<file path="src/rtl/kbq_pkg.sv">
package kbq_pkg;
  typedef enum logic [1:0] {
    SRC_NONE = 2'd0,
    SRC_KB   = 2'd1,
    SRC_AUX  = 2'd2
  } src_e;
endpackage

</file>
<file path="src/rtl/kbq_ring.sv">
module kbq_ring #(
  parameter int DEPTH = 16,
  parameter int W     = 8,
  localparam int PW   = (DEPTH > 1) ? $clog2(DEPTH) : 1,
  localparam int CW   = $clog2(DEPTH + 1)
) (
  input  logic          clk,
  input  logic          rst_n,
  input  logic          push_en,
  input  logic [W-1:0]  push_data,
  input  logic          pop_en,
  output logic [W-1:0]  head,
  output logic [CW-1:0] count,
  output logic          full,
  output logic          empty
);
  logic [W-1:0]  mem [DEPTH];
  logic [PW-1:0] wr_ptr, rd_ptr;
  logic          do_push, do_pop;

  function automatic logic [PW-1:0] bump(input logic [PW-1:0] p);
    return (p == PW'(DEPTH - 1)) ? '0 : p + 1'b1;
  endfunction

  assign full    = (count == CW'(DEPTH));
  assign empty   = (count == '0);
  assign do_push = push_en && !full;
  assign do_pop  = pop_en && !empty;
  assign head    = mem[rd_ptr];

  always_ff @(posedge clk) begin
    if (do_push) mem[wr_ptr] <= push_data;
  end

  always_ff @(posedge clk) begin
    if (!rst_n) begin
      wr_ptr <= '0;
      rd_ptr <= '0;
      count  <= '0;
    end else begin
      if (do_push) wr_ptr <= bump(wr_ptr);
      if (do_pop)  rd_ptr <= bump(rd_ptr);
      case ({do_push, do_pop})
        2'b10:   count <= count + 1'b1;
        2'b01:   count <= count - 1'b1;
        default: count <= count;
      endcase
    end
  end


  full_drop_chk: assert property (@(posedge clk) disable iff (!rst_n)
    full && push_en && !pop_en |=> count == $past(count));


  push_pop_hold_chk: assert property (@(posedge clk) disable iff (!rst_n)
    push_en && pop_en && !full && !empty |=> count == $past(count));


  single_push_chk: assert property (@(posedge clk) disable iff (!rst_n)
    push_en && !pop_en && !full |=> count == $past(count) + 1'b1);
endmodule

</file>
<file path="src/rtl/kbq_drain_sel.sv">
module kbq_drain_sel
  import kbq_pkg::*;
(
  input  logic rd_stb,
  input  logic kb_empty,
  input  logic aux_empty,
  output logic pop_kb,
  output logic pop_aux,
  output src_e src
);
  always_comb begin
    pop_kb  = 1'b0;
    pop_aux = 1'b0;
    src     = SRC_NONE;
    if (rd_stb) begin
      if (!kb_empty) begin
        pop_kb = 1'b1;
        src    = SRC_KB;
      end else if (!aux_empty) begin
        pop_aux = 1'b1;
        src     = SRC_AUX;
      end
    end
  end
endmodule

</file>
<file path="src/rtl/kbq_flags.sv">
module kbq_flags (
  input  logic       clk,
  input  logic       rst_n,
  input  logic       rd_stb,
  input  logic       kb_pending,
  input  logic       aux_pending,
  input  logic       kb_irq_en,
  input  logic       aux_irq_en,
  output logic [1:0] status,
  output logic       irq_kb,
  output logic       irq_aux
);
  always_ff @(posedge clk) begin
    if (!rst_n)      status <= 2'b00;
    else if (rd_stb) status <= 2'b00;
    else             status <= {aux_pending && !kb_pending, kb_pending};
  end

  assign irq_kb  = status[0] && kb_irq_en;
  assign irq_aux = status[1] && aux_irq_en;


  read_clears_chk: assert property (@(posedge clk) disable iff (!rst_n)
    rd_stb |=> status == 2'b00);


  irq_drop_chk: assert property (@(posedge clk) disable iff (!rst_n)
    rd_stb |=> !irq_kb && !irq_aux);


  flags_exclusive_chk: assert property (@(posedge clk) disable iff (!rst_n)
    $onehot0(status));
endmodule

</file>
<file path="src/rtl/kbq_dual_outq.sv">
module kbq_dual_outq
  import kbq_pkg::*;
#(
  parameter int DEPTH = 16,
  parameter int W     = 8,
  localparam int CW   = $clog2(DEPTH + 1)
) (
  input  logic         clk,
  input  logic         rst_n,
  input  logic         kb_push_valid,
  input  logic [W-1:0] kb_push_data,
  output logic         kb_push_ready,
  input  logic         aux_push_valid,
  input  logic [W-1:0] aux_push_data,
  output logic         aux_push_ready,
  input  logic         host_rd,
  output logic [W-1:0] host_rd_data,
  input  logic         kb_irq_en,
  input  logic         aux_irq_en,
  output logic [1:0]   status_obf,
  output logic         irq_kb,
  output logic         irq_aux
);
  logic [W-1:0]  kb_head, aux_head, last_kb;
  logic [CW-1:0] kb_cnt, aux_cnt;
  logic          kb_full, kb_empty, aux_full, aux_empty;
  logic          pop_kb, pop_aux;
  src_e          src;

  kbq_ring #(.DEPTH(DEPTH), .W(W)) kb_q_i (
    .clk(clk), .rst_n(rst_n),
    .push_en(kb_push_valid), .push_data(kb_push_data),
    .pop_en(pop_kb), .head(kb_head), .count(kb_cnt),
    .full(kb_full), .empty(kb_empty)
  );

  kbq_ring #(.DEPTH(DEPTH), .W(W)) aux_q_i (
    .clk(clk), .rst_n(rst_n),
    .push_en(aux_push_valid), .push_data(aux_push_data),
    .pop_en(pop_aux), .head(aux_head), .count(aux_cnt),
    .full(aux_full), .empty(aux_empty)
  );

  kbq_drain_sel sel_i (
    .rd_stb(host_rd), .kb_empty(kb_empty), .aux_empty(aux_empty),
    .pop_kb(pop_kb), .pop_aux(pop_aux), .src(src)
  );

  kbq_flags flags_i (
    .clk(clk), .rst_n(rst_n), .rd_stb(host_rd),
    .kb_pending(!kb_empty), .aux_pending(!aux_empty),
    .kb_irq_en(kb_irq_en), .aux_irq_en(aux_irq_en),
    .status(status_obf), .irq_kb(irq_kb), .irq_aux(irq_aux)
  );

  assign kb_push_ready  = !kb_full;
  assign aux_push_ready = !aux_full;

  always_ff @(posedge clk) begin
    if (!rst_n) begin
      host_rd_data <= '0;
      last_kb      <= '0;
    end else if (host_rd) begin
      case (src)
        SRC_KB: begin
          host_rd_data <= kb_head;
          last_kb      <= kb_head;
        end
        SRC_AUX: host_rd_data <= aux_head;
        default: host_rd_data <= last_kb;
      endcase
    end
  end


  kb_first_chk: assert property (@(posedge clk) disable iff (!rst_n)
    host_rd && kb_cnt != '0 |=> aux_cnt >= $past(aux_cnt));


  empty_repeat_chk: assert property (@(posedge clk) disable iff (!rst_n)
    host_rd && kb_cnt == '0 && aux_cnt == '0 |=> host_rd_data == $past(last_kb));


  data_hold_chk: assert property (@(posedge clk) disable iff (!rst_n)
    !host_rd |=> $stable(host_rd_data));
endmodule

</file>
<file path="config.mk">
export PLATFORM = sky130hd
export DESIGN_NAME = kbq_dual_outq
export DESIGN_NICKNAME = d
export VERILOG_FILES = /design/src/rtl/kbq_pkg.sv /design/src/rtl/kbq_ring.sv /design/src/rtl/kbq_drain_sel.sv /design/src/rtl/kbq_flags.sv /design/src/rtl/kbq_dual_outq.sv
export SDC_FILE = /design/constraint.sdc
export NUM_CORES = 1
export LEC_CHECK = 0
export BUFFER_PORTS_ARGS = -buffer_cell sky130_fd_sc_hd__buf_2
export CORE_MARGIN = 10
export CORE_UTILIZATION = 51
export CTS_BUF_LIST = sky130_fd_sc_hd__clkbuf_16
export DETAILED_ROUTE_END_ITERATION = 10
export PLACE_DENSITY = 0.67
export SYNTH_ARGS = -nofsm -noshare
export SYNTH_HDL_FRONTEND = slang
export SYNTH_SLANG_ARGS = --single-unit
</file>
<file path="constraint.sdc">
create_clock -name clk -period 3.51 [get_ports clk]
set_input_delay 0 -clock clk [delete_from_list [all_inputs] [get_ports clk]]
set_output_delay 0 -clock clk [all_outputs]
set_load 0.02 [all_outputs]
</file>
==> results.sh <==
export IMPL_status="completed"
export IMPL_clkTransAtPathRegs_ns=0.06
export IMPL_viasPerCell=5.66
export IMPL_synthCells=735
export IMPL_cts_buffer_depth=3
export IMPL_final_nets=844
export IMPL_fin_skew_ns=0.0108
export IMPL_cts_tree="built"
export IMPL_clock_sinks=308
export IMPL_required_ns=3.95
export IMPL_num_rows=56
export IMPL_diodes=0
export IMPL_yosys_register_bits=308
export IMPL_final_util=0.594
export IMPL_area_growth_pct=13.8
export IMPL_place_inst=1069
export IMPL_post_cts_buffers=0
export IMPL_yosys_warnings=0
export IMPL_antenna_found_initial=0
export IMPL_hp_start="aux_irq_en"
export IMPL_period_minus_slack_ns=3.25
export IMPL_gp_congestion=0.834
export IMPL_numCtsBuffers=30
export IMPL_dr_pass1_iters=5
export IMPL_r2r_cells=13
export IMPL_synth_area_um2=12300
export IMPL_syn_avg_cell_area_um2=16.8
export IMPL_crit_slowest_cell="or2b_1"
export IMPL_stdcell_count=1145
export IMPL_start_util=0.522
export IMPL_critPathArrivalTime_ns=3.69
export IMPL_cts_resized=0
export IMPL_tns_ns=0
export IMPL_path_cells="nor4_1, or2b_1, nand3_4, clkinv_2, ha_1, xor2_1, ha_1, a211o_1, nand2_1, nand3b_1, a31oi_1, xor2_1, and2_1"
export IMPL_p_sw_frac=0.276
export IMPL_grt_max_degree=29
export IMPL_stdcell_area_um2=14000
export IMPL_die_w_um=175
export IMPL_r2r_end="aux_q_i.count[4]"
export IMPL_r2r_start="aux_q_i.count[1]"
export IMPL_end_kind="flip-flop"
export IMPL_core_area_um2=23600
export IMPL_async_flop_share=0
export IMPL_drt_initial_drc_count=510
export IMPL_critical_path_class="flip-flop to flip-flop"
export IMPL_synth_area_leader_cell="edfxtp_1"
export IMPL_port_buffers=36
export IMPL_cp_slowest_stage_delay_ns=0.42
export IMPL_yosys_cell_types_count=52
export IMPL_seq_power_share=0.459
export IMPL_p_leak_nw=4.66
export IMPL_synth_flop_cell="edfxtp_1"
export IMPL_period_share=0.926
export IMPL_placed_area_um2=12900
export IMPL_hp_class="input port to primary output"
export IMPL_drv_slew=0
export IMPL_tightest_slew_ns=0.993
export IMPL_grt_setup_unrepaired="false"
export IMPL_ir_worst_vdd_mv=0.431
export IMPL_rrSetupSlack_ns=0.26
export IMPL_synth_edf_count=256
export IMPL_min_to="irq_aux"
export IMPL_syn_nets=777
export IMPL_die_area_um2=30800
export IMPL_clkPwrFrac=0.326
export IMPL_final_layout_size_suffix_gt1_frac=0.200
export IMPL_power_density_nw_per_um2=685
export IMPL_p_int_mw=6.96
export IMPL_grt_pass1_wl_mm=39.6
export IMPL_cts_root_buf="clkbuf_16"
export IMPL_drc=0
export IMPL_slew_headroom=0.336
export IMPL_finalSetupViolCount=0
export IMPL_vias=6480
export IMPL_drt_wl_total_mm=25.0
export IMPL_grt_pass1_vias=6893
export IMPL_h_tree_depth=1
export IMPL_whs_path_depth=3
export IMPL_p_comb_frac=0.215
export IMPL_critPathLaunchType="flip-flop"
export IMPL_io_pins=37
export IMPL_switchingPower_mw=2.66
export IMPL_die_h_um=175
export IMPL_gr_total_overflow=0
export IMPL_seq_area_frac_synth=0.708
export IMPL_hold_viol_final=0
export IMPL_dpl_hpwl_mm=16.8
export IMPL_timing_fmax_ghz=0.308
export IMPL_clk_latency_ns=0.54
export IMPL_path_max_fanout=10
export IMPL_detail_route_antenna_nets=0
export IMPL_max_cap_violations=0
export IMPL_grt_use_total=0.164
export IMPL_wl_per_cell_um=21.8
export IMPL_yosys_top_cells_area="edfxtp_1 62%, mux4_2 11%, dfxtp_1 8.4%"
export IMPL_netlist_area_leader_share=0.624
export IMPL_power_mw=9.62
per-layer routing:
layer | GRT usage | share of wire | vias up
met2 | 0.290 | 0.53 | 151
li1 | - | - | 2986
met3 | 0.0244 | 0.040 | 38
met1 | 0.205 | 0.41 | 3305
met5 | 0 | 0 | -
met4 | 0.0445 | 0.021 | 0
kinds of logic (layout without fill, tap and decap cells):
family / count (synthesis) / in the layout / synth area share
AO/OA/AOI/OAI: 108 / 108 / 0.0546
XOR/XNOR: 12 / 12 / 0.00853
adder cells (fa/ha/maj): 19 / 19 / 0.0199
buffers and inverters: 57 / 148 / 0.0217
flip-flops: 308 / 308 / 0.708
multiplexers: 86 / 86 / 0.131
AND/OR/NAND/NOR: 145 / 145 / 0.0561
sequential cells by signal (all words and copies together), names as in the netlist, 5 cells and up, named ones only:
| register | flops |
|---|---|
| kb_q_i.mem | 128 |
| host_rd_data | 8 |
| kb_q_i.count | 5 |
| aux_q_i.count | 5 |
| last_kb | 8 |
| aux_q_i.mem | 128 |
power groups by stage:
stage	clock network (mW)	logic, mW	registers, mW
2_1_floorplan	0	1.57	4.43
3_3_place_gp	0	1.98	4.46
3_5_place_dp	0	2.06	4.49
4_1_cts	3.20	2.10	4.41
5_1_grt	3.34	2.27	4.44
6_report	3.14	2.07	4.41
how the worst max path moves through the flow:
| stage | cells past startpoint | slack, ns | start | endpoint |
|---|---|---|---|---|
| floorplan | 16 | 0.48 | aux_q_i.count[1] | aux_q_i.count[4] |
| global placement | 13 | 0.47 | aux_q_i.count[1] | aux_q_i.count[4] |
| detailed placement | 13 | 0.32 | aux_q_i.count[1] | aux_q_i.count[4] |
| CTS | 13 | 0.28 | aux_q_i.count[1] | aux_q_i.count[4] |
| global route | 13 | 0.05 | aux_q_i.count[1] | aux_q_i.count[4] |
| finish | 13 | 0.26 | aux_q_i.count[1] | aux_q_i.count[4] |
cell type report:
type                       instances  area (µm²)
sequential                       308        8730
multi-input combinational        370        3340
timing repair buffer              71         505
inverter                          21        80.1
clock inverter                    24         178
tap                              319         399
clock buffer                      32         801
fill                            1762        9580
stage by stage:
| stage | setup slack [ns] | hold slack, ns |
|---|---|---|
| floorplan | 0.478 | 0.0989 |
| global placement | 0.474 | 0.323 |
| detailed placement | 0.316 | 0.333 |
| CTS | 0.283 | 0.333 |
| global route | 0.0507 | 0.348 |
| finish | 0.259 | 0.328 |
timing repair:
action | in CTS | in global routing
hold endpoints to repair | 278 | 0
hold buffers | 20 | 0
endpoints found under the setup margin | 0 | 0
critical path: cells and delay by family (launching register included):
kind	cells	cell delay [ns]
AO/OA/AOI/OAI	2	0.47
XOR/XNOR	2	0.27
adder cells (fa/ha/maj)	2	0.57
buffers and inverters	1	0.13
flip-flops	1	0.39
AND/OR/NAND/NOR	6	1.31
cell usage after synthesis (4+ instances only):
library cell,count
xor2_1,11
or3_1,4
mux2_2,4
o211ai_1,6
clkbuf_1,14
nor2_1,46
nor3_1,12
nand2b_1,9
buf_2,9
and2_1,7
mux4_2,60
ha_1,18
o21ai_0,25
edfxtp_1,256
inv_1,17
a311oi_1,4
a2bb2oi_1,4
nand2_1,44
o221ai_1,7
mux2i_1,22
dfxtp_1,52
a21o_1,4
buf_4,9
o22ai_1,7
a21oi_1,35
nor2b_1,6
a21boi_0,6
cells in the final DEF, fill, tap and decap left out, types with 25 or more instances in the layout:
cell       netlist  final
dfxtp_1         52     51
buf_2            9     36
o21ai_0         25     25
inv_1           17     25
a21oi_1         35     35
nand2_1         44     44
edfxtp_1       256    256
mux4_2          60     60
nor2_1          46     46
clkbuf_16        0     32
No activity file was read; power rests on OpenSTA's default activity.
